<file path="src/rtl/hexrec_pkg.sv">
package hexrec_pkg;

  localparam logic [7:0] CH_COLON = 8'h3A;

  typedef enum logic [2:0] {
    RS_HUNT,
    RS_COUNT,
    RS_ADDR_HI,
    RS_ADDR_LO,
    RS_KIND,
    RS_DATA
  } rec_state_e;

  // Fold lowercase, remove the '0' offset, close the gap between '9' and 'A'.
  function automatic logic [3:0] char_to_nibble(input logic [7:0] c);
    logic [7:0] up;
    logic [7:0] v;
    up = (c >= 8'h61 && c <= 8'h7A) ? c - 8'h20 : c;
    v  = up - 8'h30;
    if (v > 8'd9) v = v - 8'd7;
    return v[3:0];
  endfunction

endpackage

</file>
<file path="src/rtl/hexrec_nibble_pair.sv">
module hexrec_nibble_pair
  import hexrec_pkg::*;
#(
  parameter int CHAR_W = 8,
  localparam int BYTE_W = 8,
  localparam int NIB_W = BYTE_W / 2
) (
  input  logic              clk,
  input  logic              rst,
  input  logic              take,
  input  logic              flush,
  input  logic [CHAR_W-1:0] ch,
  output logic              byte_done,
  output logic [BYTE_W-1:0] byte_val
);

  logic             half_q;
  logic [NIB_W-1:0] hi_q;
  logic [NIB_W-1:0] nib;

  assign nib       = char_to_nibble(ch[7:0]);
  assign byte_done = take && half_q;
  assign byte_val  = {hi_q, nib};

  always_ff @(posedge clk) begin
    if (rst || flush) begin
      half_q <= 1'b0;
      hi_q   <= '0;
    end else if (take) begin
      half_q <= ~half_q;
      if (!half_q) hi_q <= nib;
    end
  end

endmodule

</file>
<file path="src/rtl/hexrec_framer.sv">
module hexrec_framer
  import hexrec_pkg::*;
#(
  parameter int CHAR_W = 8,
  parameter int COUNT_W = 8
) (
  input  logic               clk,
  input  logic               rst,
  input  logic               accept,
  input  logic [CHAR_W-1:0]  ch,
  input  logic               byte_done,
  input  logic [COUNT_W-1:0] byte_val,
  output rec_state_e         state,
  output logic               in_record,
  output logic               emit
);

  logic               primed_q;
  logic [COUNT_W-1:0] remain_q;
  logic               is_colon;

  assign is_colon  = (ch[7:0] == CH_COLON);
  assign in_record = (state != RS_HUNT);
  assign emit      = (state == RS_DATA) && byte_done;

  always_ff @(posedge clk) begin
    if (rst) begin
      state    <= RS_HUNT;
      primed_q <= 1'b0;
      remain_q <= '0;
    end else if (accept) begin
      case (state)
        RS_HUNT: begin
          if (is_colon) begin
            if (primed_q) state <= RS_COUNT;
            primed_q <= 1'b1;
          end
        end
        RS_COUNT: begin
          if (byte_done) begin
            remain_q <= byte_val;
            state    <= RS_ADDR_HI;
          end
        end
        RS_ADDR_HI: if (byte_done) state <= RS_ADDR_LO;
        RS_ADDR_LO: if (byte_done) state <= RS_KIND;
        RS_KIND:    if (byte_done) state <= (remain_q == '0) ? RS_HUNT : RS_DATA;
        RS_DATA: begin
          if (byte_done) begin
            remain_q <= remain_q - 1'b1;
            if (remain_q == COUNT_W'(1)) state <= RS_HUNT;
          end
        end
        default: state <= RS_HUNT;
      endcase
    end
  end

endmodule

</file>
<file path="src/rtl/hexrec_out_stage.sv">
module hexrec_out_stage #(
  parameter int BYTE_W = 8
) (
  input  logic              clk,
  input  logic              rst,
  input  logic              load,
  input  logic [BYTE_W-1:0] load_val,
  input  logic              out_ready,
  output logic              out_valid,
  output logic [BYTE_W-1:0] out_byte,
  output logic              room
);

  assign room = !out_valid || out_ready;

  always_ff @(posedge clk) begin
    if (rst) begin
      out_valid <= 1'b0;
      out_byte  <= '0;
    end else if (load) begin
      out_valid <= 1'b1;
      out_byte  <= load_val;
    end else if (out_ready) begin
      out_valid <= 1'b0;
    end
  end

endmodule

</file>
<file path="src/rtl/hexrec_parser.sv">
module hexrec_parser
  import hexrec_pkg::*;
#(
  parameter int CHAR_W = 8,
  localparam int BYTE_W = 8
) (
  input  logic              clk,
  input  logic              rst,
  input  logic [CHAR_W-1:0] in_char,
  input  logic              in_valid,
  output logic              in_ready,
  output logic [BYTE_W-1:0] out_byte,
  output logic              out_valid,
  input  logic              out_ready
);

  logic              accept;
  logic              room;
  logic              in_record;
  logic              byte_done;
  logic [BYTE_W-1:0] byte_val;
  logic              emit;
  rec_state_e        rec_state;

  assign in_ready = room;
  assign accept   = in_valid && room;

  hexrec_nibble_pair #(.CHAR_W(CHAR_W)) u_pair (
    .clk       (clk),
    .rst       (rst),
    .take      (accept && in_record),
    .flush     (!in_record),
    .ch        (in_char),
    .byte_done (byte_done),
    .byte_val  (byte_val)
  );

  hexrec_framer #(.CHAR_W(CHAR_W), .COUNT_W(BYTE_W)) u_framer (
    .clk       (clk),
    .rst       (rst),
    .accept    (accept),
    .ch        (in_char),
    .byte_done (byte_done),
    .byte_val  (byte_val),
    .state     (rec_state),
    .in_record (in_record),
    .emit      (emit)
  );

  hexrec_out_stage #(.BYTE_W(BYTE_W)) u_out (
    .clk       (clk),
    .rst       (rst),
    .load      (emit),
    .load_val  (byte_val),
    .out_ready (out_ready),
    .out_valid (out_valid),
    .out_byte  (out_byte),
    .room      (room)
  );

endmodule

</file>
<file path="config.mk">
export PLATFORM = sky130hd
export DESIGN_NAME = hexrec_parser
export DESIGN_NICKNAME = d
export VERILOG_FILES = /design/src/rtl/hexrec_pkg.sv /design/src/rtl/hexrec_nibble_pair.sv /design/src/rtl/hexrec_framer.sv /design/src/rtl/hexrec_out_stage.sv /design/src/rtl/hexrec_parser.sv
export SDC_FILE = /design/constraint.sdc
export NUM_CORES = 1
export LEC_CHECK = 0
export ABC_AREA = 1
export BUFFER_PORTS_ARGS = -buffer_cell sky130_fd_sc_hd__buf_4
export CAP_MARGIN = 20
export CORE_UTILIZATION = 50
export DETAILED_ROUTE_END_ITERATION = 12
export GPL_ROUTABILITY_DRIVEN = 0
export PLACE_DENSITY = 0.77
export SKIP_CTS_REPAIR_TIMING = 1
export SLEW_MARGIN = 5
export SYNTH_ARGS = -nofsm -noshare
export SYNTH_HDL_FRONTEND = slang
export SYNTH_SLANG_ARGS = --single-unit
</file>
<file path="constraint.sdc">
create_clock -name clk -period 2.4 [get_ports clk]
set_input_delay 0.12 -clock clk [delete_from_list [all_inputs] [get_ports clk]]
set_output_delay 0.12 -clock clk [all_outputs]
set_load 0.005 [all_outputs]
</file>
==> flow_metrics.env <==
export IMPL_outcome="complete, no violations"
export IMPL_cp_max_fo=12
export IMPL_totalWireLength_um=3080
export IMPL_fin_tns_setup_ps=0
export IMPL_final_nets=261
export IMPL_dp_hpwl_um=2350
export IMPL_vias_per_cell=5.16
export IMPL_synth_top_cell_area_share_pct=35.3
export IMPL_powerDensity_nw_per_um2=656
export IMPL_worst_setup_path_type="reg2reg"
export IMPL_clockBufferDepth=2
export IMPL_finClkSkew_ps=1.86
export IMPL_crit_arrival_ps=1990
export IMPL_synth_common_cells="44 x nand2_1, 32 x nor2_1, 28 x inv_1"
export IMPL_synthTopCellsByArea="dfxtp_1 35%, nand2_1 11%, a21oi_1 8.8%"
export IMPL_hold_path_class="in2reg"
export IMPL_synthCells=220
export IMPL_port_buffers=21
export IMPL_antenna_found_initial=0
export IMPL_grt_overflow=0
export IMPL_yosysTopAreaCell="dfxtp_1"
export IMPL_fin_area_um2=1700
export IMPL_finalPower_mw=1.12
export IMPL_drt_pass1_iterations=4
export IMPL_postPlaceCellArea_um2=1640
export IMPL_die_w_um=56.3
export IMPL_postRouteAntennaNets=0
export IMPL_synth_area_um2=1480
export IMPL_ios=22
export IMPL_cts_tree="built"
export IMPL_rsz0062_at_grt="false"
export IMPL_hold_ws_ps=74.4
export IMPL_post_synth_top_count_cell="nand2_1"
export IMPL_slew_violations=0
export IMPL_grt_usage_pct=21.6
export IMPL_start_util_pct=53.0
export IMPL_required_ps=2680
export IMPL_synth_ff_type="dfxtp_1"
export IMPL_drc=0
export IMPL_clkLatencyLatePin_ps=330
export IMPL_fmax_mhz=585
export IMPL_hold_viol_final=0
export IMPL_ys_warn_count=0
export IMPL_synth_seq_cells=26
export IMPL_drive_gt1_share_pct=14.9
export IMPL_grt_max_degree=17
export IMPL_cts_root_buf="clkbuf_4"
export IMPL_synth_avg_cell_area_um2=6.71
export IMPL_cts_buffers=3
export IMPL_maxCapViolCount=0
export IMPL_htree_levels=1
export IMPL_period_minus_slack_ps=1710
export IMPL_timing_final_crit_share_pct=71.2
export IMPL_p_leak_nw=0.858
export IMPL_end_kind="flip-flop"
export IMPL_grt_pass1_wl_um=5540
export IMPL_setup_viol=0
export IMPL_routedWlPerCell_um=11.3
export IMPL_synth_cell_types=25
export IMPL_peakVddDrop_v=0.000581
export IMPL_layout_area_overhead_vs_synth_pct=15.4
export IMPL_num_vias=1409
export IMPL_synth_nets=238
export IMPL_async_flop_share_pct=0
export IMPL_synth_seq_area_share_pct=35.3
export IMPL_maxSlewHeadroom_pct=67.5
export IMPL_die_area_um2=3170
export IMPL_n_antenna_cell=0
export IMPL_grt_pass1_vias=1281
export IMPL_drtIter0Drc=36
export IMPL_clk_pin_slew_worst_paths_ps=150
export IMPL_coreArea_um2=2780
export IMPL_worst_pin_slew_ps=483
export IMPL_cp_start_kind="flip-flop"
export IMPL_synth_edf_count=0
export IMPL_num_rows=19
export IMPL_clock_sinks=26
export IMPL_die_h_um=56.3
## placed cells by master (no fill, tap or decap)
cell,n
a21oi_1,26
a31oi_1,1
and2_1,1
buf_4,21
bufinv_16,1
clkbuf_4,3
dfxtp_1,26
dlygate4sd3_1,1
ha_1,6
inv_1,28
inv_2,2
inv_4,1
nand2_1,44
nand2_2,2
nand2_4,1
nand3_1,13
nand3_2,1
nand4_1,2
nor2_1,32
nor2_2,2
nor2_4,1
nor2_8,1
o211ai_1,1
o21ai_0,12
o21ai_1,9
or2_0,1
xor2_1,3
## path summary, 6_finish.rpt
check	end	start	depth (start not counted)	slack, ps
setup reg to reg	u_framer.remain_q[0]	u_framer.state[2]	6	690
hold reg to reg	u_framer.primed_q	u_framer.primed_q	2	490
hold / removal	u_out.out_valid	out_ready	4	70
setup / recovery	u_framer.remain_q[0]	u_framer.state[2]	6	690
## metrics by stage
stage	setup WS (ps)	instances	utilization, %
after floorplan	1130	220	-
after global placement	820	268	58.9
after detailed placement	728	268	58.9
after CTS	691	272	60.8
after global routing	533	273	61.2
final	690	273	61.2
## flip-flops by register name, indices dropped and copies added (netlist names)
register / flops
u_framer.state: 3
u_out.out_valid: 1
u_framer.remain_q: 8
u_framer.primed_q: 1
u_pair.half_q: 1
u_out.out_byte: 8
u_pair.hi_q: 4
## critical path, stage by stage (launching register included)
cell	delay (ps)
dfxtp_1	500
inv_4	110
nand2_4	110
nand4_1	390
inv_1	280
o21ai_0	120
a21oi_1	130
## routing by layer
metal / routed length [um] / vias up / global-route usage [%]
met5: 0 / - / 0
met3: 116 / 3 / 4.15
met2: 1470 / 26 / 38.8
met1: 1480 / 632 / 27.7
li1: - / 748 / -
met4: 11 / 0 / 2.09
## cells by family after synthesis
family / count (synthesis) / share of synthesized area [%]
flops: 26 / 35.3
buf+inv: 35 / 10.3
fa+ha+maj: 6 / 5.09
simple gates: 101 / 30.7
compound gates: 49 / 16.9
xor+xnor: 3 / 1.78
## power by group
group | switching (mW) | internal [mW] | total (mW)
Sequential | 0.0312 | 0.455 | 0.487
Clock | 0.140 | 0.169 | 0.309
Combinational | 0.217 | 0.104 | 0.321
Total | 0.388 | 0.728 | 1.12
## layout make-up
| class | instances | area [um^2] |
|---|---|---|
| clock inverter | 1 | 30.0 |
| multi-input combinational | 159 | 803 |
| tap | 31 | 38.8 |
| inverter | 31 | 119 |
| clock buffer | 3 | 22.5 |
| sequential | 26 | 520 |
| timing repair buffer | 22 | 168 |
| fill | 264 | 1080 |
(Power assumes the default switching activity.)
